<file path="src/rtl/srt_pkg.sv">
// Package: shared constants, types and decode helpers for the status
// register transfer unit. Assumes a 32-bit instruction word whose bit
// positions are fixed by the instruction encoding.
package srt_pkg;

    localparam int INSTR_W   = 32;
    localparam int MODE_W    = 5;
    localparam int NUM_SAVED = 5;
    localparam int SLOT_W    = $clog2(NUM_SAVED);
    localparam int IMM_W     = 8;
    localparam int ROT_W     = 4;
    localparam int IDX_W     = 4;
    localparam int FLD_W     = 4;

    localparam int BIT_WRITE = 20;
    localparam int BIT_SAVED = 22;
    localparam int BIT_IMM   = 25;
    localparam int FLD_LO    = 16;
    localparam int RD_LO     = 12;
    localparam int ROT_LO    = 8;
    localparam int IMM_LO    = 0;
    localparam int RS_LO     = 0;
    localparam int STATE_BIT = 5;

    typedef enum logic [MODE_W-1:0] {
        MODE_USR = 5'h10,
        MODE_FIQ = 5'h11,
        MODE_IRQ = 5'h12,
        MODE_SVC = 5'h13,
        MODE_ABT = 5'h17,
        MODE_UND = 5'h1B
    } mode_e;

    typedef struct packed {
        logic             is_write;
        logic             to_saved;
        logic             is_imm;
        logic [FLD_W-1:0] fields;
        logic [IDX_W-1:0] rd_idx;
        logic [ROT_W-1:0] rot;
        logic [IMM_W-1:0] imm;
    } op_t;

    typedef struct packed {
        logic              ok;
        logic [SLOT_W-1:0] idx;
    } slot_t;

    // Pull the fields this unit acts on out of an instruction word.
    function automatic op_t decode_op(input logic [INSTR_W-1:0] w);
        op_t o;
        o.is_write = w[BIT_WRITE];
        o.to_saved = w[BIT_SAVED];
        o.is_imm   = w[BIT_IMM];
        o.fields   = w[FLD_LO +: FLD_W];
        o.rd_idx   = w[RD_LO +: IDX_W];
        o.rot      = w[ROT_LO +: ROT_W];
        o.imm      = w[IMM_LO +: IMM_W];
        return o;
    endfunction

    // Map a mode code to the saved-status slot it owns, if any.
    function automatic slot_t mode_slot(input logic [MODE_W-1:0] m);
        slot_t s;
        s.ok  = 1'b1;
        s.idx = '0;
        case (m)
            MODE_FIQ: s.idx = SLOT_W'(0);
            MODE_IRQ: s.idx = SLOT_W'(1);
            MODE_SVC: s.idx = SLOT_W'(2);
            MODE_ABT: s.idx = SLOT_W'(3);
            MODE_UND: s.idx = SLOT_W'(4);
            default:  s.ok  = 1'b0;
        endcase
        return s;
    endfunction

endpackage

</file>
<file path="src/rtl/srt_operand.sv">
// Operand former: picks either the rotated immediate or the register
// value. Purely combinational. Assumes DATA_W is a power of two, at
// least IMM_W wide.
module srt_operand #(
    parameter int DATA_W = 32,
    parameter int IMM_W  = 8,
    parameter int ROT_W  = 4
) (
    input  logic              is_imm,
    input  logic [IMM_W-1:0]  imm,
    input  logic [ROT_W-1:0]  rot,
    input  logic [DATA_W-1:0] reg_val,
    output logic [DATA_W-1:0] operand
);
    localparam int SH_W = $clog2(DATA_W);

    logic [DATA_W-1:0]   imm_ext;
    logic [SH_W-1:0]     amount;
    logic [2*DATA_W-1:0] doubled;

    // Rotate the zero-extended immediate right by twice the rotate field.
    always_comb begin
        imm_ext = {{(DATA_W-IMM_W){1'b0}}, imm};
        amount  = SH_W'({rot, 1'b0});
        doubled = {imm_ext, imm_ext} >> amount;
        operand = is_imm ? doubled[DATA_W-1:0] : reg_val;
    end

    // rotating by zero leaves the immediate unchanged.
    always_comb begin
        if (is_imm && rot == '0) begin
            a_zero_rot_r6: assert (operand == imm_ext);
        end
    end
endmodule

</file>
<file path="src/rtl/srt_mask.sv">
// Write-mask builder: one enable per status byte, then the target and
// mode restrictions. Combinational. Assumes DATA_W is a multiple of 8
// and wider than STATE_BIT.
module srt_mask #(
    parameter int DATA_W    = 32,
    parameter int STATE_BIT = 5
) (
    input  logic [DATA_W/8-1:0] fields,
    input  logic                to_saved,
    input  logic                user_mode,
    output logic [DATA_W-1:0]   mask
);
    localparam int NBYTES = DATA_W / 8;

    logic [DATA_W-1:0] raw;

    for (genvar b = 0; b < NBYTES; b++) begin : g_byte
        assign raw[b*8 +: 8] = {8{fields[b]}};
    end

    // Narrow the byte mask by target and privilege.
    always_comb begin
        mask = raw;
        if (user_mode) begin
            mask[7:0] = 8'h00;
        end
        if (!to_saved) begin
            mask[STATE_BIT] = 1'b0;
        end
    end

    // in user mode the low byte is never enabled.
    always_comb begin
        if (user_mode) begin
            a_user_low_r5: assert (mask[7:0] == 8'h00);
        end
    end
endmodule

</file>
<file path="src/rtl/srt_bank.sv">
// Saved-status bank: one register per privileged mode, one write port
// and one combinational read port. Synchronous active-low reset clears
// all words. Assumes the slot indices presented are below NUM.
module srt_bank #(
    parameter int DATA_W = 32,
    parameter int NUM    = 5,
    localparam int SLOT_W = $clog2(NUM)
) (
    input  logic              clk,
    input  logic              rst_n,
    input  logic              wr_en,
    input  logic [SLOT_W-1:0] wr_slot,
    input  logic [DATA_W-1:0] wr_data,
    input  logic [SLOT_W-1:0] rd_slot,
    output logic [DATA_W-1:0] rd_data
);
    logic [NUM-1:0][DATA_W-1:0] q;

    // Store the written word into the selected slot.
    always_ff @(posedge clk) begin
        if (!rst_n) begin
            q <= '0;
        end else if (wr_en) begin
            for (int i = 0; i < NUM; i++) begin
                if (wr_slot == SLOT_W'(i)) begin
                    q[i] <= wr_data;
                end
            end
        end
    end

    // Read mux over the slots.
    always_comb begin
        rd_data = '0;
        for (int i = 0; i < NUM; i++) begin
            if (rd_slot == SLOT_W'(i)) begin
                rd_data = q[i];
            end
        end
    end

    // without a write, no saved word changes.
    p_bank_hold_r2: assert property (@(posedge clk) disable iff (!rst_n)
        !wr_en |=> $stable(q));
endmodule

</file>
<file path="src/rtl/srt_unit.sv">
// Status register transfer unit top. Decodes status move operations,
// forms the operand and mask, merges the new word and registers all
// results one cycle after op_valid. Assumes cur_status is the core's
// committed status word for the cycle in which op_valid is high.
module srt_unit
    import srt_pkg::*;
#(
    parameter int DATA_W = 32
) (
    input  logic               clk,
    input  logic               rst_n,
    input  logic               op_valid,
    input  logic [INSTR_W-1:0] instr,
    input  logic [DATA_W-1:0]  src_val,
    input  logic [DATA_W-1:0]  cur_status,
    output logic [IDX_W-1:0]   src_idx,
    output logic               cur_we,
    output logic               sav_we,
    output logic [DATA_W-1:0]  psr_out,
    output logic               rd_we,
    output logic [IDX_W-1:0]   rd_idx,
    output logic [DATA_W-1:0]  rd_data,
    output logic               mode_chg,
    output logic               op_reject
);
    op_t               op;
    slot_t             slot;
    logic [MODE_W-1:0] mode;
    logic              user_mode;
    logic              blocked;
    logic              do_cur_wr;
    logic              do_sav_wr;
    logic              do_rd;
    logic [DATA_W-1:0] operand;
    logic [DATA_W-1:0] mask;
    logic [DATA_W-1:0] saved_old;
    logic [DATA_W-1:0] old_word;
    logic [DATA_W-1:0] merged;

    // Decode the instruction and classify the operation.
    always_comb begin
        op        = decode_op(instr);
        mode      = cur_status[MODE_W-1:0];
        slot      = mode_slot(mode);
        user_mode = (mode == MODE_USR);
        blocked   = op.to_saved && !slot.ok;
        do_cur_wr = op_valid && op.is_write && !op.to_saved;
        do_sav_wr = op_valid && op.is_write && op.to_saved && slot.ok;
        do_rd     = op_valid && !op.is_write && !blocked;
    end

    assign src_idx = instr[RS_LO +: IDX_W];

    srt_operand #(
        .DATA_W(DATA_W),
        .IMM_W (IMM_W),
        .ROT_W (ROT_W)
    ) u_operand (
        .is_imm (op.is_imm),
        .imm    (op.imm),
        .rot    (op.rot),
        .reg_val(src_val),
        .operand(operand)
    );

    srt_mask #(
        .DATA_W   (DATA_W),
        .STATE_BIT(STATE_BIT)
    ) u_mask (
        .fields   (op.fields),
        .to_saved (op.to_saved),
        .user_mode(user_mode),
        .mask     (mask)
    );

    srt_bank #(
        .DATA_W(DATA_W),
        .NUM   (NUM_SAVED)
    ) u_bank (
        .clk    (clk),
        .rst_n  (rst_n),
        .wr_en  (do_sav_wr),
        .wr_slot(slot.idx),
        .wr_data(merged),
        .rd_slot(slot.idx),
        .rd_data(saved_old)
    );

    // Merge the operand into the selected old word under the mask.
    always_comb begin
        old_word = op.to_saved ? saved_old : cur_status;
        merged   = (old_word & ~mask) | (operand & mask);
    end

    // Register the strobes and results.
    always_ff @(posedge clk) begin
        if (!rst_n) begin
            cur_we    <= 1'b0;
            sav_we    <= 1'b0;
            rd_we     <= 1'b0;
            mode_chg  <= 1'b0;
            op_reject <= 1'b0;
            psr_out   <= '0;
            rd_idx    <= '0;
            rd_data   <= '0;
        end else begin
            cur_we    <= do_cur_wr;
            sav_we    <= do_sav_wr;
            rd_we     <= do_rd;
            op_reject <= op_valid && blocked;
            mode_chg  <= do_cur_wr && (merged[MODE_W-1:0] != cur_status[MODE_W-1:0]);
            if (do_cur_wr || do_sav_wr) begin
                psr_out <= merged;
            end
            if (do_rd) begin
                rd_idx  <= op.rd_idx;
                rd_data <= old_word;
            end
        end
    end

    // no strobe follows an idle cycle.
    p_idle_quiet_r1: assert property (@(posedge clk) disable iff (!rst_n)
        !op_valid |=> !(cur_we || sav_we || rd_we || mode_chg || op_reject));

    // the operation kinds are mutually exclusive.
    p_one_kind_r1: assert property (@(posedge clk) disable iff (!rst_n)
        $onehot0({cur_we, sav_we, rd_we, op_reject}));

    // an operation on a missing saved word is rejected.
    p_reject_r2: assert property (@(posedge clk) disable iff (!rst_n)
        (op_valid && op.to_saved && !slot.ok) |=> (op_reject && !sav_we && !rd_we && !cur_we));

    // a current-status write keeps the state bit.
    p_state_bit_r4: assert property (@(posedge clk) disable iff (!rst_n)
        (op_valid && op.is_write && !op.to_saved) |=> (cur_we && psr_out[STATE_BIT] == $past(cur_status[STATE_BIT])));

    // a user-mode current write keeps the low byte.
    p_user_byte_r5: assert property (@(posedge clk) disable iff (!rst_n)
        (op_valid && op.is_write && !op.to_saved && mode == MODE_USR) |=> (psr_out[7:0] == $past(cur_status[7:0])));

    // a mode change only comes with a current-status write.
    p_mode_chg_r10: assert property (@(posedge clk) disable iff (!rst_n)
        mode_chg |-> cur_we);
endmodule

</file>
<file path="config.mk">
export PLATFORM = sky130hd
export DESIGN_NAME = srt_unit
export DESIGN_NICKNAME = d
export VERILOG_FILES = /design/src/rtl/srt_pkg.sv /design/src/rtl/srt_operand.sv /design/src/rtl/srt_mask.sv /design/src/rtl/srt_bank.sv /design/src/rtl/srt_unit.sv
export SDC_FILE = /design/constraint.sdc
export NUM_CORES = 1
export LEC_CHECK = 0
export BUFFER_PORTS_ARGS = -buffer_cell sky130_fd_sc_hd__buf_2
export CAP_MARGIN = 20
export CELL_PAD_IN_SITES_DETAIL_PLACEMENT = 0
export CELL_PAD_IN_SITES_GLOBAL_PLACEMENT = 1
export CORE_UTILIZATION = 42
export CTS_CLUSTER_SIZE = 40
export DETAILED_ROUTE_END_ITERATION = 6
export GPL_ROUTABILITY_DRIVEN = 0
export GPL_TIMING_DRIVEN = 0
export HOLD_SLACK_MARGIN = 0.1
export PLACE_DENSITY = 0.87
export SETUP_SLACK_MARGIN = 0.05
export SLEW_MARGIN = 20
export SYNTH_ARGS = -nofsm -noshare
export SYNTH_HDL_FRONTEND = slang
export SYNTH_SLANG_ARGS = --single-unit
</file>
<file path="constraint.sdc">
create_clock -name clk -period 3.1 [get_ports clk]
set_clock_uncertainty 0.15 [all_clocks]
set_input_delay 0.775 -clock clk [delete_from_list [all_inputs] [get_ports clk]]
set_output_delay 0.775 -clock clk [all_outputs]
set_load 0.02 [all_outputs]
</file>
After elaboration in Yosys (flattened, before gate mapping). Index checks and enable logic that the tools add are counted.

Flip-flop bits (word level): 233. Input bits: 99. Output and inout bits: 77. Word-level logic and storage cells: 61.

Eq/ne operators: 11. Shifts and indexed selects: 1. Multiplexer cells: 11. Bitwise operators: 4. Reduce and logical (&&, ||, !) cells: 21.

Operator list (number): 32-bit two-way mux (7); 32-bit bitwise AND (2); 40-bit by 5-bit right shift with 32-bit output (1); 32-bit inverter (1); 32-bit OR (1); 5-bit == test (second input constant) (6); 3-bit one-hot mux with 4 select lines (1); 2-bit AND reduction (5); 1-bit logical AND (9); 8-bit two-way mux (1); 3-bit by 2-bit == test with 1-bit output (second input constant) (2); 5-bit inequality test (1); 5-bit OR reduction (1); 1-bit logical NOT (4); 3-bit by 1-bit == test with 1-bit output (second input constant) (1); 3-bit == test (second input constant) (1); 3-bit logical NOT (1); 1-bit two-way mux (2); 1-bit logical OR (1).

Logic depth before layout (Yosys ltp). Gate-level depths: netlist (run 1).

Depth in word-level cells: 13. Depth in mapped cells: 10. Gate-level depth less buffers: 6.

Cells and area by module. A second synthesis (run 1) with hierarchy kept.

Cell total of the unflattened synthesis: 1502. Area total of the unflattened synthesis: 12465.7 µm².

By module, submodules not included: srt_bank (times used 1, cells an instance 894, area an instance 7214.4 µm², seq. area each 3203.1 µm²); srt_unit (times used 1, cells an instance 426, area an instance 3993.8 µm², seq. area each 1461.4 µm²); srt_operand (times used 1, cells an instance 150, area an instance 1017.2 µm², seq. area each 0.0 µm²); srt_mask (times used 1, cells an instance 32, area an instance 240.2 µm², seq. area each 0.0 µm²).

Worst setup path after synthesis (run 1). No wires, ideal clock.

Path kind: input to register. Start: input port cur_status[3]. End: register u_bank.q[14] (netlist bit). Library setup time: 0.124 ns. Arrival: 2.478 ns. Required time: 2.826 ns. Path slack: 0.349 ns. Stages: 9. Path buffers: 3. Cells stage by stage: or2_1 > buf_6 > or3_1 > buf_2 > buf_6 > a2bb2oi_1 > a311o_1 > nand3_4 > o21ai_2.

Word-level cells in the longest chain between the ends: 11. Elaborated cells on any way between the ends: 23. Classes of those cells: eq/ne: 9; mux: 8; bitwise: 2; reduce/logical: 4.

Ends and longest elaborated chain: start, declared (RTL line srt_unit.sv:15) `input logic [DATA_W-1:0] cur_status,`; 5-bit == test (RTL line srt_pkg.sv:67) `case (m)`; 3-bit one-hot mux with 4 select lines (RTL line srt_pkg.sv:67); 3-bit logical NOT (RTL line srt_bank.sv:25, srt_bank.sv:36); 32-bit two-way mux (5 in a row) (RTL line srt_bank.sv:36) `if (rd_slot == SLOT_W'(i)) begin`; 32-bit two-way mux (RTL line srt_unit.sv:91) `old_word = op.to_saved ? saved_old : cur_status;`; 32-bit bitwise AND (RTL line srt_unit.sv:92) `merged = (old_word & ~mask) | (operand & mask);`; 32-bit OR (RTL line srt_unit.sv:92); end signal, assigned by index (RTL line srt_bank.sv:26) `q[i] <= wr_data;`; end, declared (RTL line srt_bank.sv:17) `logic [NUM-1:0][DATA_W-1:0] q;`.

Parallel ways exist; a longest one is shown, timed or not. A chain may end at the register's enable or synchronous reset.

Worst setup path after layout (run 1).
Start: input port instr[22]. End: register rd_data[26].

Word-level cells in the longest chain between the ends: 3. Elaborated cells on any way between the ends: 4. Classes of those cells: mux: 1; reduce/logical: 3.

Ends and longest elaborated chain: start, declared (RTL line srt_unit.sv:13) `input logic [INSTR_W-1:0] instr,`; 1-bit logical AND (RTL line srt_unit.sv:46) `blocked = op.to_saved && !slot.ok;`; 1-bit logical NOT (RTL line srt_unit.sv:49) `do_rd = op_valid && !op.is_write && !blocked;`; 1-bit logical AND (RTL line srt_unit.sv:49); end signal, assigned (RTL line srt_unit.sv:117) `rd_data <= old_word;`; end, declared (RTL line srt_unit.sv:22) `output logic [DATA_W-1:0] rd_data,`.

Parallel ways exist; a longest one is shown, timed or not.

==> results of run 1 <==
[cells in the mapped netlist, types with 4 or more instances]
master,instances
o21ai_2,7
mux2_1,8
a311o_1,8
nand3_1,145
and2_1,4
nand2b_1,16
nor3_1,20
o21ai_1,112
nor2b_1,16
o2bb2ai_1,11
a22oi_1,8
o311a_1,4
a211o_1,6
dfxtp_1,233
o22ai_1,28
buf_1,12
clkbuf_1,65
a311oi_1,10
buf_6,4
mux2_2,13
nor2_1,69
a211oi_1,13
mux2i_1,19
buf_2,39
a221o_1,4
o21ai_0,48
buf_4,7
or3_1,10
o211ai_1,21
nand2_1,113
inv_1,15
a2bb2oi_1,12
a21oi_1,116
a221oi_1,8
a31oi_1,15
o31a_1,8
o221ai_1,4
o22a_1,9
[flip-flops by register name, summed over array words and instances, names as in the netlist, 4 cells and up]
register and flops:
u_bank.q 160, rd_idx 4, psr_out 32, rd_data 32
[repair_timing]
action,in CTS,in global routing
resized for setup,1,14
hold endpoints to repair,0,0
setup endpoints to repair,2,64
[kinds of logic (layout without fill, tap and decap cells)]
logic type                Yosys count  in the layout  share of synthesized area [%]
AOI/OAI and AO/OA                 486            486                           28.6
buffers and inverters             144            353                           5.94
muxes                              40             40                           3.92
DFF                               233            233                           42.9
and+or+nand+nor                   415            415                           18.2
xor gates and xnor gates            5              5                          0.403
[final cells by class]
cell class / count / area [um^2] / share of cell area [%]
multi-input combinational: 946 / 5580 / 42.9
tap: 330 / 413 / 3.17
inverter: 17 / 63.8 / 0.490
buffer: 127 / 589 / 4.53
clock buffer: 34 / 699 / 5.37
timing repair buffer: 164 / 821 / 6.31
clock inverter: 11 / 183 / 1.40
sequential: 233 / 4660 / 35.8
[routing by layer]
metal | track usage [%] | up-vias | part of all wire (%)
met1 | 45.0 | 5422 | 41
met4 | 11.1 | 2 | 3.7
met5 | 2.27 | - | 0.18
met2 | 48.6 | 736 | 42
li1 | - | 5242 | -
met3 | 8.96 | 104 | 13
[metrics by stage]
step                      TNS (ps)  total power (uW)
after CTS                        0              7220
final                            0              7250
after global placement      -47690              4010
after global routing             0              7420
after detailed placement    -52290              4010
after floorplan                  0              3650
[worst max-delay path, stage by stage]
cell and delay, ps:
buf_2 80, buf_2 280, buf_1 600, buf_2 430, clkbuf_1 600, a31oi_1 290
a211oi_1 250
[worst paths after layout]
path                        end  slack [ps]  depth (start not counted)
hold / removal      psr_out[27]         300                          2
hold reg to reg     psr_out[27]         300                          2
setup / recovery    rd_data[26]          80                          7
setup reg to reg  u_bank.q[136]         860                          6
[power breakdown]
group | switching [uW] | internal [uW]
Sequential | 24.8 | 3040
Clock | 1270 | 1990
Combinational | 654 | 263
Total | 1950 | 5300
==> summary.txt, run 1 <==
Floorplan
  • CORE AREA: 0.0253 mm^2
  • Site Rows: 58
  • Die Area: 0.0265 mm^2
  • Initial Util: 43.1%
  • Top Ports: 176
  • Die Ht: 163 um
  • Die span in x: 163 um

Clock tree
  • CTS clk-pin slew, worst paths: 60 ps
  • CTS max path bufs: 3
  • Total CTS buffers: 25
  • Setup Fix Bufs, Post-CTS: 0
  • CTS tree: done
  • Clock Sink Count: 233
  • H-tree depth: 1
  • CTS Root Cell: clkbuf_16
  • Clock insertion delay at the later pin of the skew report: 540 ps
  • Hold Buf Count CTS: 0

Pwr
  • VDD IR max: 0.307 mV
  • PwrDens: 557 mW/mm^2
  • Leakage: 0.00496 uW

Cells and area
  • Nets: 1613
  • Fill count: 2543
  • Final Core Density: 51.5%
  • Share of layout cells above drive strength 1: 19.7%
  • Fin area: 0.0130 mm^2
  • Area Overhead vs Synth: 19.7%
  • Most frequent cells in the layout: 233 x dfxtp_1, 204 x buf_2, 145 x nand3_1
  • Fin cells: 1862
  • N_diodes: 0
  • Most common cell after layout, fill and taps aside: dfxtp_1

Timing
  • Max Slew Vio Count: 0
  • Final Hold Slack: 300 ps
  • RSZ-0062 raised after global routing: false
  • Final worst setup slack: 75.1 ps
  • Final setup vio count: 0
  • Slew @ Worst Pin: 963 ps
  • Rel. slew slack: 35.8%
  • Ratio of final minimum period to clock period: 97.6%
  • Fin. Hold Viols: 0
  • Max Freq: 331 MHz
  • Time the worst path needs with I/O delays and setup: 3020 ps

Critical path
  • WS Path Type: in2reg
  • Worst path arrival time: 3320 ps
  • R2R Path Start: u_bank.q[72]
  • Startpoint types: input port
  • CP max FO: 10
  • Critical path endpoint category: flip-flop
  • Worst Setup SP: instr[22]
  • Critical path required time: 3400 ps

Route
  • Vias per std cell: 6.18
  • Detailed Route Iter0 Violations: 1566
  • Detailed-route via count: 11500
  • Routed Antenna Nets: 0
  • Drt pass-1 iters: 7
  • Avg WL per Cell: 23.6 um
  • DRC viols: 12
  • Final WL: 43900 um

Status
  • Status: finished with violations
  • Failing checks: DRC

Synth
  • Dominant synthesized flop cell: dfxtp_1
  • Post-synthesis sequential area ratio: 42.9%
  • Yosys top cell area share: 42.9%
  • Yosys reg bits: 233
  • Top cells by area, synth: dfxtp_1 43%, nand3_1 6.7%, a21oi_1 5.3%
  • Mapped Area: 0.0109 mm^2
  • Post-synthesis area per instance: 8.22 um^2
  • Yosys cell types: 77
  • Yosys Warn Count: 0
  • Post-synth ARST share: 0%
  • EDFF count, synth: 0
  • Cell count after synthesis: 1323
  • Leading area contributor after synthesis: dfxtp_1
  • Syn_nets: 1422

Placed design
  • Detailed Place HPWL: 32400 um
  • Input/output buffers: 164
  • Placed cell area: 0.0121 mm^2
  • Cells after DPL: 1817
  • Pre-CTS setup slack: -524 ps

Min path
  • Worst Hold Class: reg2reg
  • Hold Startpoint: psr_out[27]

Global route
  • Largest net degree at the start of global routing: 14
  • Grt ovf: 0
  • GRT Total Usage: 32.7%
  • Initial antenna violation count: 0
  • Global-route wire length before repair: 65400 um
  • Vias in the first global route: 10800

Job
  • Max-cap violations: 0
Power figures use the tool's default switching activity.
==> run 2: changes to the inputs <==
--- a/config.mk
+++ b/config.mk
@@ -5,7 +5,7 @@
 export SDC_FILE = /design/constraint.sdc
 export NUM_CORES = 1
 export LEC_CHECK = 0
-export BUFFER_PORTS_ARGS = -buffer_cell sky130_fd_sc_hd__buf_2
+export BUFFER_PORTS_ARGS = -buffer_cell sky130_fd_sc_hd__buf_4
 export CAP_MARGIN = 20
 export CELL_PAD_IN_SITES_DETAIL_PLACEMENT = 0
 export CELL_PAD_IN_SITES_GLOBAL_PLACEMENT = 1
@@ -13,7 +13,7 @@
 export CTS_CLUSTER_SIZE = 40
 export DETAILED_ROUTE_END_ITERATION = 6
 export GPL_ROUTABILITY_DRIVEN = 0
-export GPL_TIMING_DRIVEN = 0
+export GPL_TIMING_DRIVEN = 1
 export HOLD_SLACK_MARGIN = 0.1
 export PLACE_DENSITY = 0.87
 export SETUP_SLACK_MARGIN = 0.05
==> summary.txt, run 2 (synthesis results as in run 1) <==
Timing
  • Ratio of final minimum period to clock period: 87.8% (-9.7 points)
  • Time the worst path needs with I/O delays and setup: 2720 ps (-302 ps)
  • Setup TNS: 0 ps (unchanged)
  • RSZ-0062 raised after global routing: false
  • Final Hold Slack: 298 ps (-2.77 ps)
  • Slew @ Worst Pin: 914 ps (-48.7 ps)
  • Max Slew Vio Count: 0 (unchanged)
  • Fin. Hold Viols: 0 (unchanged)
  • Max Freq: 367 MHz (+11%)
  • Final setup vio count: 0 (unchanged)
  • Final worst setup slack: 377 ps (+302 ps)
  • Rel. slew slack: 38.6% (+2.8 points)

Min path
  • Worst Hold Class: reg2reg
  • Hold Startpoint: u_bank.q[11]
  • Hold EP: u_bank.q[11]
  • Worst hold path depth: 2 (unchanged)

Placed design
  • Pre-CTS setup slack: -89.4 ps (+435 ps)
  • Input/output buffers: 166 (+1.2%)
  • Detailed Place HPWL: 26200 um (-19%)

Clock tree
  • CTS tree: done
  • H-tree depth: 1 (unchanged)
  • CTS Root Cell: clkbuf_16
  • Setup Fix Bufs, Post-CTS: 0 (unchanged)
  • Post-CTS Resized: 0 (-1)
  • Clock Sink Count: 233 (unchanged)
  • Hold Buf Count CTS: 0 (unchanged)
  • Clock insertion delay at the later pin of the skew report: 540 ps (about the same)
  • CTS max path bufs: 3 (unchanged)
  • Total CTS buffers: 27 (+8.0%)
  • CTS clk-pin slew, worst paths: 60 ps (about the same)

Critical path
  • Max incr delay on CP: 710 ps (+110 ps)
  • R2R Path Start: u_bank.q[66]
  • CP max FO: 17 (+7)
  • WP buf/inv: 2 (-3)
  • WS Path Type: in2reg
  • Delay-heaviest family, CP: simple AND/OR/NAND/NOR gates
  • Startpoint types: input port
  • Critical-path cell list: buf_4 > or2_1 > a21oi_2 > o211ai_1 > buf_4 > nor2_2 > nand2_1 > o21ai_0
  • Most common cell type on the critical path: buf_4
  • Critical path required time: 3400 ps (about the same)
  • Critical Path Slowest Stage Cell: nor2_2
  • R2R setup slack: 990 ps (+130 ps)
  • FF-to-FF path depth: 5 (-1)
  • Worst path arrival time: 3030 ps (-290 ps)
  • Worst Setup SP: cur_status[3]
  • Critical path endpoint category: flip-flop
  • RR Endpoint: u_bank.q[130]

Pwr
  • Psw: 1910 uW (-2.2%)
  • Leakage: 0.00528 uW (+6.3%)
  • Sequential share of power: 43.2% (+0.9 points)
  • Pint: 5190 uW (-1.9%)
  • Design Power: 7100 uW (-2.0%)
  • Clock power frac: 43.0% (-2.0 points)
  • Switching Share: 26.9% (-0.055 points)
  • VDD IR max: 0.415 mV (+35%)
  • PwrDens: 516 mW/mm^2 (-7.3%)
  • Logic pwr share: 13.8% (+1.2 points)

Cells and area
  • Regs by FF count: u_bank.q (160), psr_out (32), rd_data (32)
  • N_diodes: 0 (unchanged)
  • Top reg by flops: u_bank.q
  • Area Overhead vs Synth: 26.6%
  • Nets: 1592 (-1.3%)
  • Most common cell after layout, fill and taps aside: buf_4
  • Max reg flops: 160 (unchanged)
  • Most frequent cells in the layout: 253 x buf_4, 233 x dfxtp_1, 145 x nand3_1
  • Share of layout cells above drive strength 1: 23.5% (+3.8 points)

Route
  • Vias per std cell: 6.00 (-3.0%)
  • Avg WL per Cell: 20.5 um (-13%)
  • Drt pass-1 iters: 5 (-2)
  • Detailed-route via count: 11100 (-4.0%)
  • Routed Antenna Nets: 0 (unchanged)
  • Detailed Route Iter0 Violations: 1071 (-32%)
  • Final WL: 37700 um (-14%)
  • DRC viols: 0 (-12)

Global route
  • Largest net degree at the start of global routing: 69 (+55)
  • GRT Total Usage: 28.0% (-4.7 points)
  • Grt ovf: 0 (unchanged)
  • Global-route wire length before repair: 57800 um (-12%)
  • Vias in the first global route: 10100 (-6.2%)
  • Initial antenna violation count: 0 (unchanged)

Job
  • Max-cap violations: 0 (unchanged)

Floorplan
  • Die span in x: 163 um (unchanged)
  • Top Ports: 176 (unchanged)
  • Die Area: 0.0265 mm^2 (unchanged)
  • Initial Util: 43.1% (unchanged)
  • Site Rows: 58 (unchanged)
  • CORE AREA: 0.0253 mm^2 (unchanged)
  • Die Ht: 163 um (unchanged)

Status
  • Status: complete, no violations
[run 2: cell types whose count changed in the layout (fill, tap and decap cells not counted), sizes merged]
cell	before	now
clkbuf	99	35
buf	226	268
clkinv	5	11
bufinv	5	1
inv	17	18
[run 2: metal layers]
layer / vias to the layer above / global-route usage [%] / wire, um / share of wire, %
met5: - / 0 / 0 / 0
li1: 5224 / - / - / -
met1: 5162 / 40.5 / 16700 / 44
met4: 0 / 8.50 / 973 / 2.6
met3: 71 / 4.58 / 3790 / 10
met2: 593 / 42.3 / 16200 / 43
[run 2: area by class of cell]
type / instances / area [um^2]
clock buffer: 35 / 746
multi-input combinational: 946 / 5580
fill: 2406 / 11500
sequential: 233 / 4660
tap: 330 / 413
inverter: 17 / 63.8
clock inverter: 14 / 105
timing repair buffer: 268 / 2200
[run 2: through the flow]
stage	cell area, um^2	utilization (%)	std cells
4_1_cts	13800	54.5	1843
3_3_place_gp	12900	51.1	1794
5_1_grt	13800	54.5	1843
3_5_place_dp	12900	51.1	1794
2_1_floorplan	10900	-	1323
6_report	13800	54.5	1843
[run 2: how the worst max path moves through the flow]
stage                              end  cells past startpoint
after floorplan           u_bank.q[14]                      9
after global placement    u_bank.q[45]                      7
after detailed placement  u_bank.q[45]                      7
after CTS                 u_bank.q[60]                      7
after global routing      u_bank.q[28]                      8
final                     u_bank.q[28]                      8
[run 2: power groups by stage]
stage	combinational [uW]	sequential (uW)	clock (uW)
2_1_floorplan	463	3180	0
3_3_place_gp	955	3130	0
3_5_place_dp	959	3140	0
4_1_cts	963	3070	3080
5_1_grt	1040	3070	3210
6_report	979	3070	3050
[run 2: worst register-to-register path: stages, from the launching register on]
cell and delay [ps]:
dfxtp_1 310, or3_1 370, a222oi_1 460, or3_1 200, a311o_1 380, o21ai_1 130
==> run 3: changes to the inputs <==
--- a/config.mk
+++ b/config.mk
@@ -9,7 +9,9 @@
 export CAP_MARGIN = 20
 export CELL_PAD_IN_SITES_DETAIL_PLACEMENT = 0
 export CELL_PAD_IN_SITES_GLOBAL_PLACEMENT = 1
+export CORE_MARGIN = 2
 export CORE_UTILIZATION = 42
+export CTS_BUF_LIST = sky130_fd_sc_hd__clkbuf_2 sky130_fd_sc_hd__clkbuf_4 sky130_fd_sc_hd__clkbuf_8
 export CTS_CLUSTER_SIZE = 40
 export DETAILED_ROUTE_END_ITERATION = 6
 export GPL_ROUTABILITY_DRIVEN = 0
==> summary.txt, run 3 (synthesis results as in run 1) <==
Timing
  • Final worst setup slack: 400 ps (+23.2 ps)
  • Max Freq: 370 MHz (+0.86%)
  • Rel. slew slack: 36.2% (-2.4 points)
  • Max Slew Vio Count: 0 (unchanged)
  • Fin. Hold Viols: 0 (unchanged)
  • Ratio of final minimum period to clock period: 87.1% (-0.75 points)
  • Time the worst path needs with I/O delays and setup: 2700 ps (-23.2 ps)
  • RSZ-0062 raised after global routing: false
  • Slew @ Worst Pin: 950 ps (+36.2 ps)
  • Final setup vio count: 0 (unchanged)
  • Setup TNS: 0 ps (unchanged)

Pwr
  • Clock power frac: 43.0% (about the same)
  • Logic pwr share: 13.7% (about the same)
  • Switching Share: 26.6% (-0.27 points)
  • VDD IR max: 0.307 mV (-26%)
  • PwrDens: 515 mW/mm^2 (-0.21%)
  • Leakage: 0.00532 uW (+0.87%)
  • Psw: 1890 uW (-1.1%)
  • Pint: 5210 uW (+0.30%)
  • Sequential share of power: 43.3% (about the same)

Critical path
  • Critical-path cell list: buf_4 > or2_1 > buf_4 > or3_1 > buf_4 > nor2_2 > nand2_1 > o21ai_0
  • CP endpoint: u_bank.q[45]
  • Max incr delay on CP: 620 ps (-90 ps)
  • WP buf/inv: 3 (+1)
  • Delay-heaviest family, CP: simple AND/OR/NAND/NOR gates
  • WS Path Type: in2reg
  • Startpoint types: input port
  • Critical path endpoint category: flip-flop
  • Cell depth of the worst setup path: 8 (unchanged)
  • Worst Setup SP: cur_status[3]
  • CP max FO: 17 (unchanged)
  • Worst path arrival time: 3030 ps (about the same)
  • R2R Path Start: u_bank.q[66]
  • R2R setup slack: 1050 ps (+60 ps)
  • Most common cell type on the critical path: buf_4
  • RR Endpoint: u_bank.q[34]
  • FF-to-FF path depth: 5 (unchanged)
  • Critical Path Slowest Stage Cell: nor2_2
  • Critical path required time: 3430 ps (+30 ps)

Cells and area
  • Regs by FF count: u_bank.q (160), psr_out (32), rd_data (32)
  • Most frequent cells in the layout: 262 x buf_4, 233 x dfxtp_1, 145 x nand3_1
  • Fin area: 0.0138 mm^2 (+0.15%)
  • Most common cell after layout, fill and taps aside: buf_4
  • Share of layout cells above drive strength 1: 25.0% (+1.6 points)
  • Fin cells: 1868 (+1.4%)
  • Area Overhead vs Synth: 26.8%
  • Area occupied by registers: 0.00466 mm^2 (unchanged)
  • Top reg by flops: u_bank.q
  • N_diodes: 0 (unchanged)
  • Max reg flops: 160 (unchanged)
  • Nets: 1610 (+1.1%)
  • Fill count: 2338 (-2.8%)
  • Multi-input logic area: 0.00558 mm^2 (about the same)
  • Final Core Density: 54.4% (-0.077 points)

Job
  • Max-cap violations: 0 (unchanged)

Status
  • Status: complete, no violations

Floorplan
  • CORE AREA: 0.0253 mm^2 (+0.29%)
  • Site Rows: 58 (unchanged)
  • Top Ports: 176 (unchanged)
  • Initial Util: 42.9% (-0.12 points)
  • Die span in x: 165 um (+1.2%)
  • Die Ht: 165 um (+1.2%)
  • Die Area: 0.0272 mm^2 (+2.5%)

Placed design
  • Cells after DPL: 1799 (+0.28%)
  • Pre-CTS setup slack: -127 ps (-37.9 ps)
  • Detailed Place HPWL: 26200 um (+0.12%)
  • Placed cell area: 0.0129 mm^2 (about the same)
  • Input/output buffers: 166 (unchanged)

Min path
  • Worst Hold Class: reg2reg

Clock tree
  • Total CTS buffers: 40 (+48%)
  • H-tree depth: 2 (+1)
  • CTS max path bufs: 3 (unchanged)
  • CTS Root Cell: clkbuf_8
  • Clock insertion delay at the later pin of the skew report: 550 ps (about the same)
  • Post-CTS Resized: 0 (unchanged)
  • CTS clk-pin slew, worst paths: 70 ps (about the same)
  • Hold Buf Count CTS: 0 (unchanged)
  • Setup Fix Bufs, Post-CTS: 0 (unchanged)
  • CTS tree: done
  • Clock Sink Count: 233 (unchanged)

Route
  • Avg WL per Cell: 20.2 um (-1.2%)
  • Vias per std cell: 5.94 (-0.86%)
  • Routed Antenna Nets: 0 (unchanged)
  • Drt pass-1 iters: 5 (unchanged)
  • Final WL: 37800 um (+0.15%)
  • Detailed-route via count: 11100 (+0.49%)
  • Detailed Route Iter0 Violations: 1069 (-0.19%)
  • DRC viols: 0 (unchanged)

Global route
  • Global-route wire length before repair: 57200 um (-1.1%)
  • Grt ovf: 0 (unchanged)
  • Largest net degree at the start of global routing: 164 (+140%)
  • Vias in the first global route: 10200 (+0.98%)
  • GRT Total Usage: 27.3% (-0.67 points)
  • Initial antenna violation count: 1 (+1)
run 3: how the worst min path moves through the flow:
stage	from	end	slack, ps	depth (start not counted)
finish	u_bank.q[59]	u_bank.q[59]	300	2
global route	u_bank.q[107]	u_bank.q[107]	320	2
CTS	u_bank.q[59]	u_bank.q[59]	300	2
detailed placement	u_bank.q[59]	u_bank.q[59]	290	2
global placement	u_bank.q[59]	u_bank.q[59]	280	2
floorplan	u_bank.q[59]	u_bank.q[59]	280	2
run 3: per-layer routing:
metal | part of all wire (%) | track usage [%] | wire length [um] | up-vias
met5 | 0.034 | 0 | 13 | -
li1 | - | - | - | 5258
met1 | 44 | 38.6 | 16800 | 5210
met4 | 2.1 | 8.26 | 788 | 2
met3 | 10 | 6.43 | 3860 | 59
met2 | 43 | 41.3 | 16300 | 575
run 3: stage by stage:
stage | hold WS, ps | total power, uW
6_report | 298 | 7100
5_1_grt | 315 | 7350
4_1_cts | 300 | 7110
3_5_place_dp | 291 | 4090
3_3_place_gp | 283 | 4080
2_1_floorplan | 277 | 3650
run 3: power by group through the flow:
| stage | Sequential [uW] | Combinational [uW] | Clock (uW) |
|---|---|---|---|
| after floorplan | 3180 | 463 | 0 |
| after global placement | 3130 | 948 | 0 |
| after detailed placement | 3140 | 953 | 0 |
| after CTS | 3070 | 957 | 3080 |
| after global routing | 3070 | 1030 | 3240 |
| final | 3070 | 974 | 3050 |
run 3: final cells by class:
| class | count | area share, % |
|---|---|---|
| multi-input cells | 946 | 40.5 |
| clock inverters | 5 | 0.572 |
| well taps | 330 | 2.99 |
| clock buffers | 64 | 5.80 |
| flip-flops and latches | 233 | 33.8 |
| repair buffers | 273 | 15.9 |
| inverters | 17 | 0.463 |
run 3: worst min-delay path, stage by stage, from the launching register on:
cell and delay (ps):
dfxtp_1 310, nand2_1 50, a21oi_1 50
